$ cat src/rtl/bcd_arith_pkg.sv
package bcd_arith_pkg;
   localparam int unsigned NIBBLE_W = 4;

   typedef enum logic [1:0] {
      BCD_ADD = 2'b00,
      BCD_ADC = 2'b01,
      BCD_SUB = 2'b10,
      BCD_SBB = 2'b11
   } bcd_op_e;
endpackage

$ cat src/rtl/bcd_digit_cell.sv
module bcd_digit_cell
   import bcd_arith_pkg::*;
(
   input  logic [NIBBLE_W-1:0] a_dig,
   input  logic [NIBBLE_W-1:0] b_dig,
   input  logic                subtract,
   input  logic                link_in,
   output logic [NIBBLE_W-1:0] d_dig,
   output logic                link_out
);
   logic [NIBBLE_W:0] raw_sum;
   logic [NIBBLE_W:0] raw_diff;

   always_comb begin
      raw_sum  = {1'b0, a_dig} + {1'b0, b_dig} + {{NIBBLE_W{1'b0}}, link_in};
      raw_diff = {1'b0, a_dig} - {1'b0, b_dig} - {{NIBBLE_W{1'b0}}, link_in};
      if (!subtract) begin
         // decimal carry when the binary digit sum passes nine
         link_out = (raw_sum > 5'd9);
         d_dig    = link_out ? (raw_sum[NIBBLE_W-1:0] + 4'd6) : raw_sum[NIBBLE_W-1:0];
      end else begin
         // sign bit of the 5-bit difference marks a borrow
         link_out = raw_diff[NIBBLE_W];
         d_dig    = link_out ? (raw_diff[NIBBLE_W-1:0] - 4'd6) : raw_diff[NIBBLE_W-1:0];
      end
   end
endmodule

$ cat src/rtl/bcd_digit_chain.sv
module bcd_digit_chain
   import bcd_arith_pkg::*;
#(
   parameter int unsigned NUM_DIGITS = 4,
   parameter int unsigned TAP_DIGITS = 2,
   localparam int unsigned DATA_W    = NUM_DIGITS * NIBBLE_W
) (
   input  logic [DATA_W-1:0] a_vec,
   input  logic [DATA_W-1:0] b_vec,
   input  logic              subtract,
   input  logic              link_in,
   output logic [DATA_W-1:0] d_vec,
   output logic              link_full,
   output logic              link_tap
);
   logic [NUM_DIGITS:0] link;

   assign link[0] = link_in;

   for (genvar g = 0; g < NUM_DIGITS; g++) begin : g_digit
      bcd_digit_cell i_cell (
         .a_dig    (a_vec[g*NIBBLE_W +: NIBBLE_W]),
         .b_dig    (b_vec[g*NIBBLE_W +: NIBBLE_W]),
         .subtract (subtract),
         .link_in  (link[g]),
         .d_dig    (d_vec[g*NIBBLE_W +: NIBBLE_W]),
         .link_out (link[g+1])
      );
   end

   assign link_full = link[NUM_DIGITS];
   assign link_tap  = link[TAP_DIGITS];
endmodule

$ cat src/rtl/bcd_addsub_unit.sv
module bcd_addsub_unit
   import bcd_arith_pkg::*;
#(
   parameter int unsigned WIDE_DIGITS   = 4,
   parameter int unsigned NARROW_DIGITS = 2,
   localparam int unsigned DATA_W       = WIDE_DIGITS * NIBBLE_W,
   localparam int unsigned NARROW_W     = NARROW_DIGITS * NIBBLE_W
) (
   input  logic              clk,
   input  logic              rst_n,
   input  logic              start,
   input  logic [1:0]        op_sel,
   input  logic              word_mode,
   input  logic              carry_in,
   input  logic [DATA_W-1:0] dst_operand,
   input  logic [DATA_W-1:0] src_operand,
   output logic [DATA_W-1:0] result,
   output logic              carry_out,
   output logic              zero_out,
   output logic              result_valid
);
   if (NARROW_DIGITS < 1 || NARROW_DIGITS >= WIDE_DIGITS) begin : g_bad_widths
      $error("bcd_addsub_unit: NARROW_DIGITS must be in 1..WIDE_DIGITS-1");
   end

   bcd_op_e           op;
   logic              is_sub;
   logic              chain_in;
   logic [DATA_W-1:0] chain_d;
   logic              link_full;
   logic              link_tap;
   logic              link_sel;
   logic [DATA_W-1:0] width_mask;
   logic [DATA_W-1:0] next_result;
   logic              next_carry;

   assign op     = bcd_op_e'(op_sel);
   assign is_sub = (op == BCD_SUB) || (op == BCD_SBB);

   always_comb begin
      unique case (op)
         BCD_ADD: chain_in = 1'b0;
         BCD_ADC: chain_in = carry_in;
         BCD_SUB: chain_in = 1'b0;
         BCD_SBB: chain_in = ~carry_in;
         default: chain_in = 1'b0;
      endcase
   end

   bcd_digit_chain #(
      .NUM_DIGITS (WIDE_DIGITS),
      .TAP_DIGITS (NARROW_DIGITS)
   ) i_chain (
      .a_vec     (dst_operand),
      .b_vec     (src_operand),
      .subtract  (is_sub),
      .link_in   (chain_in),
      .d_vec     (chain_d),
      .link_full (link_full),
      .link_tap  (link_tap)
   );

   for (genvar g = 0; g < WIDE_DIGITS; g++) begin : g_mask
      if (g < NARROW_DIGITS) begin : g_low
         assign width_mask[g*NIBBLE_W +: NIBBLE_W] = {NIBBLE_W{1'b1}};
      end else begin : g_high
         assign width_mask[g*NIBBLE_W +: NIBBLE_W] = {NIBBLE_W{word_mode}};
      end
   end

   assign link_sel    = word_mode ? link_full : link_tap;
   assign next_result = chain_d & width_mask;
   // carry means "no borrow" for subtraction
   assign next_carry  = is_sub ? ~link_sel : link_sel;

   always_ff @(posedge clk or negedge rst_n) begin
      if (!rst_n) begin
         result       <= '0;
         carry_out    <= 1'b0;
         zero_out     <= 1'b0;
         result_valid <= 1'b0;
      end else begin
         result_valid <= start;
         if (start) begin
            result    <= next_result;
            carry_out <= next_carry;
            zero_out  <= (next_result == '0);
         end
      end
   end
endmodule

$ cat config.mk
export PLATFORM = sky130hd
export DESIGN_NAME = bcd_addsub_unit
export DESIGN_NICKNAME = d
export VERILOG_FILES = /design/src/rtl/bcd_arith_pkg.sv /design/src/rtl/bcd_digit_cell.sv /design/src/rtl/bcd_digit_chain.sv /design/src/rtl/bcd_addsub_unit.sv
export SDC_FILE = /design/constraint.sdc
export NUM_CORES = 1
export LEC_CHECK = 0
export BUFFER_PORTS_ARGS = -buffer_cell sky130_fd_sc_hd__buf_4
export CORE_MARGIN = 2
export CORE_UTILIZATION = 40
export CTS_CLUSTER_SIZE = 28
export DETAILED_ROUTE_END_ITERATION = 12
export PLACE_DENSITY = 0.6
export RECOVER_POWER = 50
export SYNTH_ARGS = -nofsm -noshare
export SYNTH_HDL_FRONTEND = slang
export SYNTH_HIERARCHICAL = 1
export SYNTH_SLANG_ARGS = --single-unit
$ cat constraint.sdc
create_clock -name clk -period 0.8 [get_ports clk]
set_input_delay 0.16 -clock clk [delete_from_list [all_inputs] [get_ports clk]]
set_output_delay 0.16 -clock clk [all_outputs]
set_load 0.02 [all_outputs]
==> results of run 1 <==
[through the flow]
step / TNS, ns / setup WS, ns / area (µm²)
after floorplan: -76.40 / -7.03 / 3420
after global placement: -83.09 / -7.39 / 4780
after detailed placement: -84.15 / -7.47 / 4780
after CTS: -82.26 / -7.18 / 5090
after global routing: -86.82 / -7.48 / 5190
final: -82.12 / -7.15 / 5190
[cell usage after synthesis (2+ instances only)]
library cell / count / area, µm²
a211o_1: 4 / 35.0
a21oi_1: 20 / 100
a221oi_2: 4 / 60.1
a31o_2: 4 / 35.0
a31oi_1: 4 / 25.0
a32oi_1: 8 / 70.1
and2b_2: 8 / 70.1
and3_1: 4 / 25.0
and3b_1: 4 / 35.0
buf_2: 2 / 10.0
clkbuf_1: 7 / 26.3
dfrtp_1: 19 / 475
fa_1: 16 / 320
ha_1: 44 / 551
inv_1: 49 / 184
mux2_2: 9 / 101
mux2i_1: 13 / 130
nand2_1: 24 / 90.1
nand2b_1: 12 / 75.1
nand3_1: 12 / 60.1
nand3b_1: 4 / 30.0
nor2_1: 13 / 48.8
nor3_2: 4 / 40.0
o21ai_0: 21 / 105
o31a_2: 4 / 40.0
o31ai_1: 4 / 30.0
or2b_1: 4 / 30.0
or3_1: 4 / 25.0
or4_4: 4 / 45.0
xnor2_1: 9 / 78.8
xor2_1: 13 / 114
[cells by family (layout without fill, tap and decap cells)]
family	count (synthesis)	count (layout)	synth area share, %
adder cells (fa/ha/maj)	60	60	27.9
XOR/XNOR	22	22	6.17
AO/OA/AOI/OAI	75	75	16.7
multiplexers	22	22	7.42
flip-flops	19	19	15.2
AND/OR/NAND/NOR	102	102	19.5
buffers and inverters	58	241	7.06
[worst register-to-register path, cell delays in order, from the launching register on]
cell and delay [ns]:
dfrtp_1 0.41, buf_4 0.14, mux2_4 0.26
[layout make-up]
type / instances / share of cell area (%)
multi-input combinational: 281 / 54.5
tap: 102 / 2.46
sequential: 19 / 9.16
clock inverter: 1 / 0.0964
clock buffer: 3 / 0.795
inverter: 49 / 3.54
timing repair buffer: 188 / 29.5
[how the worst max path moves through the flow]
stage,from,to,cells past startpoint
5_1_grt,op_sel[1],zero_out,34
3_3_place_gp,op_sel[1],zero_out,34
2_1_floorplan,op_sel[1],zero_out,33
6_report,op_sel[1],zero_out,34
3_5_place_dp,op_sel[1],zero_out,34
4_1_cts,op_sel[1],zero_out,36
[placed cells by master (no fill, tap or decap), types with 12 or more instances in the layout]
master	n
dfrtp_1	19
buf_6	26
nor2_1	13
fa_2	16
inv_1	41
o21ai_0	13
ha_1	36
nand2b_1	12
a21oi_1	16
nand2_1	24
buf_4	157
[timing repair]
action                     in CTS  in global routing
setup endpoints to repair      37                 37
pin swaps                      17                 22
hold buffers                    1                  0
hold endpoints to repair       19                  0
gates resized for setup        39                 10
setup buffers                  15                  9
[state kept, by name, indices dropped and copies added, names as in the netlist]
name,flops
carry_out,1
result,16
result_valid,1
zero_out,1
[layer usage]
layer	wire, µm	up-vias	track usage [%]
met2	4350	49	37.1
met5	0	-	0
met1	3500	1487	24.1
met4	62	0	3.48
met3	281	9	3.09
li1	-	1604	-
[power by group through the flow]
stage / logic (mW) / clock network (mW) / registers [mW]
after floorplan: 3.32 / 0 / 1.65
after global placement: 5.96 / 0 / 1.39
after detailed placement: 6.09 / 0 / 1.40
after CTS: 6.70 / 0.687 / 1.42
after global routing: 7.56 / 0.752 / 1.44
final: 6.91 / 0.675 / 1.41
==> flow_metrics.py, run 1 <==
metrics = {
    "placement": {
        "dp.final_hpwl_um": 6810,
        "numPortBuffers": 57,
        "place_congestion": 0.853,
        "post-place-cells": 617,
    },
    "logic_synthesis": {
        "syn_avg_cell_area_um2": 8.72,
        "synth_cells": 358,
        "synth_edf_count": 0,
        "synth_area_mm2": 0.00312,
        "async_flop_share_pct": 100,
        "syn-num-nets": 457,
        "dominantRegCellSynth": "dfrtp_1",
        "synthDistinctLibCells": 38,
        "synth_seq_area_share_pct": 15.2,
        "ys_seq_elements": 19,
        "yosys_warnings": 6,
    },
    "route": {
        "via_per_inst": 4.90,
        "dr.pass1.iters": 4,
        "drtAntennaViolNets": 0,
        "routed_wl_um": 8200,
        "drcViolationCount": 0,
        "drt_iter0_markers": 63,
        "routedWlPerCell_um": 12.7,
        "vias": 3149,
    },
    "die": {
        "coreArea_mm2": 0.00765,
        "start_util_pct": 40.8,
        "die_h_um": 92.3,
        "die_area_mm2": 0.00852,
        "pin_count": 58,
        "num_rows": 32,
        "die_x_um": 92.3,
    },
    "worst_hold_path": {
        "hold_depth": 2,
        "min_to": "carry_out",
        "holdCritStartpoint": "start",
        "hold_path.class": "in -> reg",
    },
    "sta": {
        "holdWs_ns": 0.198,
        "setup_ws_ns": -7.15,
        "fin_crit_sh_pct": 994,
        "fmax_ghz": 0.126,
        "hold_viol_final": 0,
        "final_max_slew_viol_count": 0,
        "rsz0062_at_grt": "yes",
        "slew_headroom_pct": 62.3,
        "worst_pin_slew_ns": 0.566,
        "setup_violations": 37,
        "period_needed_ns": 7.95,
        "skew_ns": 0,
    },
    "global_routing": {
        "grt-ovfl-total": 0,
        "first_global_vias": 3206,
        "grt_max_degree": 50,
        "grt_pass1_wl_um": 13900,
        "antenna_found_initial": 0,
        "grt_use_total_pct": 19.8,
    },
    "worst_setup_path": {
        "crit_path_end_kind": "register",
        "crit_fanout": 3,
        "slowest_delay_ns": 0.55,
        "critPathBufInv": 4,
        "slowest_stage": "fa_2",
        "crit_type": "in -> reg",
        "reg2reg_from": "result[0]",
        "reg2reg_depth": 2,
        "crit_arrival_ns": 8.14,
        "rr_endpoint": "result[0]",
        "path_common_cell": "fa_2",
        "cpLargestDelayFamily": "adder cells",
        "cp.required_ns": 0.99,
        "critPathLaunchType": "input pin",
        "rrSetupSlack_ns": -0.12,
    },
    "clock_network": {
        "clk_pin_slew_worst_paths_ns": 0.07,
        "cts_sinks": 19,
        "cts-root-buf": "clkbuf_8",
        "cts_tree": "yes",
        "cts_buffers": 3,
        "clock_latency_ns": 0.26,
        "h-tree-depth": 1,
        "clockBufferDepth": 2,
    },
    "pwr": {
        "clkPwrFrac_pct": 7.5,
        "power.internal_mw": 5.45,
        "p_sw_share_pct": 39.4,
        "p_leak_nw": 2.53,
        "p_sw_mw": 3.55,
        "p_per_area_mw_per_mm2": 1730,
        "power_frac_comb_pct": 76.8,
        "pwr-share-seq_pct": 15.7,
        "finalPower_mw": 9.00,
        "peakVddDrop_mv": 0.836,
    },
    "cells_and_area": {
        "seq_area_um2": 475,
        "nets": 641,
        "finalNonFillerCells": 643,
        "layout-drive-gt1-share_pct": 53.2,
        "diodes": 0,
        "syn_to_final_growth_pct": 66.4,
        "multiInputGateArea_mm2": 0.00283,
        "fin_util_pct": 67.9,
        "filler_cell_count": 631,
    },
    "run_status": {
        "failed_checks": "setup timing",
        "status": "complete, but fails checks",
    },
    "flow_run": {
        "max_cap_violations": 0,
    },
}
Power figures use the tool's default switching activity.
==> inputs of run 2 (changes only) <==
MAX_ROUTING_LAYER = met4   (was not set)
==> run 2 against run 1 <==
  * The flow still finishes with violations (setup timing)
  * Largest power group unchanged
  * Global-route usage up 1.8 points
  * Non-clock buffer count down 1
  * Critical path type unchanged
  * Cell count down 0.16%
  * Highest routed layer unchanged
  * Wire length up 4.2%
==> flow_metrics.py, run 2 (synthesis gave the netlist of run 1 again) <==
metrics = {
    "cells_and_area": {
        "filler_cell_count": 622,
        "nets": 640,
        "final_cell_area_mm2": 0.00522,
        "layout-drive-gt1-share_pct": 54.4,
        "syn_to_final_growth_pct": 67.2,
        "largest_reg_flops": 16,
        "final_common_cell": "buf_4",
        "top_register": "result",
        "final_cell_mix": "buf_4, inv_1, ha_1, buf_6, nand2_1",
        "diodes": 0,
        "finalNonFillerCells": 642,
        "fin_util_pct": 68.2,
    },
    "sta": {
        "slew_headroom_pct": 64.6,
        "fmax_ghz": 0.125,
        "tns_ns": -82.49,
        "setup_ws_ns": -7.20,
        "setup_violations": 37,
        "skew_ns": 0,
        "period_needed_ns": 8.00,
        "worst_pin_slew_ns": 0.531,
        "fin_crit_sh_pct": 1000,
        "hold_viol_final": 0,
        "rsz0062_at_grt": "yes",
        "final_max_slew_viol_count": 0,
    },
    "clock_network": {
        "h-tree-depth": 1,
        "cts_buffers": 3,
        "clock_latency_ns": 0.26,
        "cts-root-buf": "clkbuf_8",
        "clk_pin_slew_worst_paths_ns": 0.07,
        "clockBufferDepth": 2,
        "cts_tree": "yes",
        "cts_sinks": 19,
    },
    "placement": {
        "dpl-instance-area_mm2": 0.00477,
        "post-place-cells": 615,
        "numPortBuffers": 57,
        "place_congestion": 0.881,
        "dp.final_hpwl_um": 7010,
    },
    "route": {
        "drcViolationCount": 0,
        "routedWlPerCell_um": 13.3,
        "routed_wl_um": 8540,
        "via_per_inst": 4.96,
        "drt_iter0_markers": 50,
        "dr.pass1.iters": 4,
        "drtAntennaViolNets": 0,
        "vias": 3186,
    },
    "die": {
        "num_rows": 32,
        "die_x_um": 92.3,
        "die_h_um": 92.3,
        "coreArea_mm2": 0.00765,
        "die_area_mm2": 0.00852,
        "start_util_pct": 40.8,
        "pin_count": 58,
    },
    "worst_setup_path": {
        "crit_arrival_ns": 8.19,
        "slowest_delay_ns": 0.46,
        "crit_type": "in -> reg",
        "rrSetupSlack_ns": -0.11,
        "path_common_cell": "fa_2",
        "crit_path_end_kind": "register",
        "reg2reg_depth": 2,
        "critPathLaunchType": "input pin",
        "crit_fanout": 3,
        "cp.required_ns": 0.99,
        "slowest_stage": "or4_1",
    },
    "global_routing": {
        "antenna_found_initial": 0,
        "grt_use_total_pct": 21.6,
        "grt-ovfl-total": 0,
        "grt_pass1_wl_um": 14600,
        "first_global_vias": 3280,
        "grt_max_degree": 50,
    },
    "pwr": {
        "p_leak_nw": 2.54,
        "p_per_area_mw_per_mm2": 1740,
        "finalPower_mw": 9.09,
        "peakVddDrop_mv": 0.995,
    },
    "run_status": {
        "failed_checks": "setup timing",
        "status": "complete, but fails checks",
    },
    "worst_hold_path": {
        "hold_depth": 2,
        "hold_path.class": "in -> reg",
    },
    "flow_run": {
        "max_cap_violations": 0,
    },
}
-- run 2: final timing paths --
check / endpoint / from
worst max-delay path: zero_out / op_sel[1]
worst min-delay path: result[6] / start
worst max register to register: result[0] / result[0]
worst min register to register: carry_out / carry_out
max in group asynchronous: result[0] / rst_n
min in group asynchronous: result[14] / rst_n
-- run 2: what timing repair did --
item | 4_1_cts | 5_1_grt
setup endpoints to repair | 37 | 37
gates resized for setup | 49 | 11
hold buffers | 1 | 0
pin swaps | 18 | 20
hold endpoints to repair | 19 | 0
setup buffers | 21 | 10
-- run 2: layout make-up --
| cell class | count | area [µm²] | area share (%) |
|---|---|---|---|
| multi-input cells | 281 | 2860 | 54.9 |
| repair buffers | 187 | 1520 | 29.1 |
| flip-flops and latches | 19 | 475 | 9.11 |
| inverters | 49 | 186 | 3.57 |
| well taps | 102 | 128 | 2.45 |
| clock buffers | 3 | 41.3 | 0.791 |
| clock inverters | 1 | 5.00 | 0.0959 |
-- run 2: worst max-delay path, delay by kind of cell --
family                     cells  cell delay (ns)
AOI/OAI and AO/OA              9             1.89
xor gates and xnor gates       5             0.87
adders and majority gates     10             3.41
buffers and inverters          3             0.29
muxes                          1             0.28
and+or+nand+nor                6             1.27
-- run 2: routing by layer --
layer	global-route usage, %	routed length (µm)
met3	2.20	215
met2	40.1	4690
met5	-	0
met1	25.9	3600
met4	2.61	40
-- run 2: per-stage QoR --
stage	hold WS (ns)	setup slack, ns
global route	0.188	-7.53
finish	0.194	-7.20
CTS	0.195	-7.21
detailed placement	0.0485	-7.53
floorplan	-0.136	-7.03
global placement	0.0433	-7.42
-- run 2: power breakdown --
part           switching (mW)  total [mW]  leakage [nW]  internal, mW
sequential              0.218        1.42         0.233          1.21
clock                   0.329       0.676        0.0255         0.347
combinational            3.06        6.99          2.28          3.93
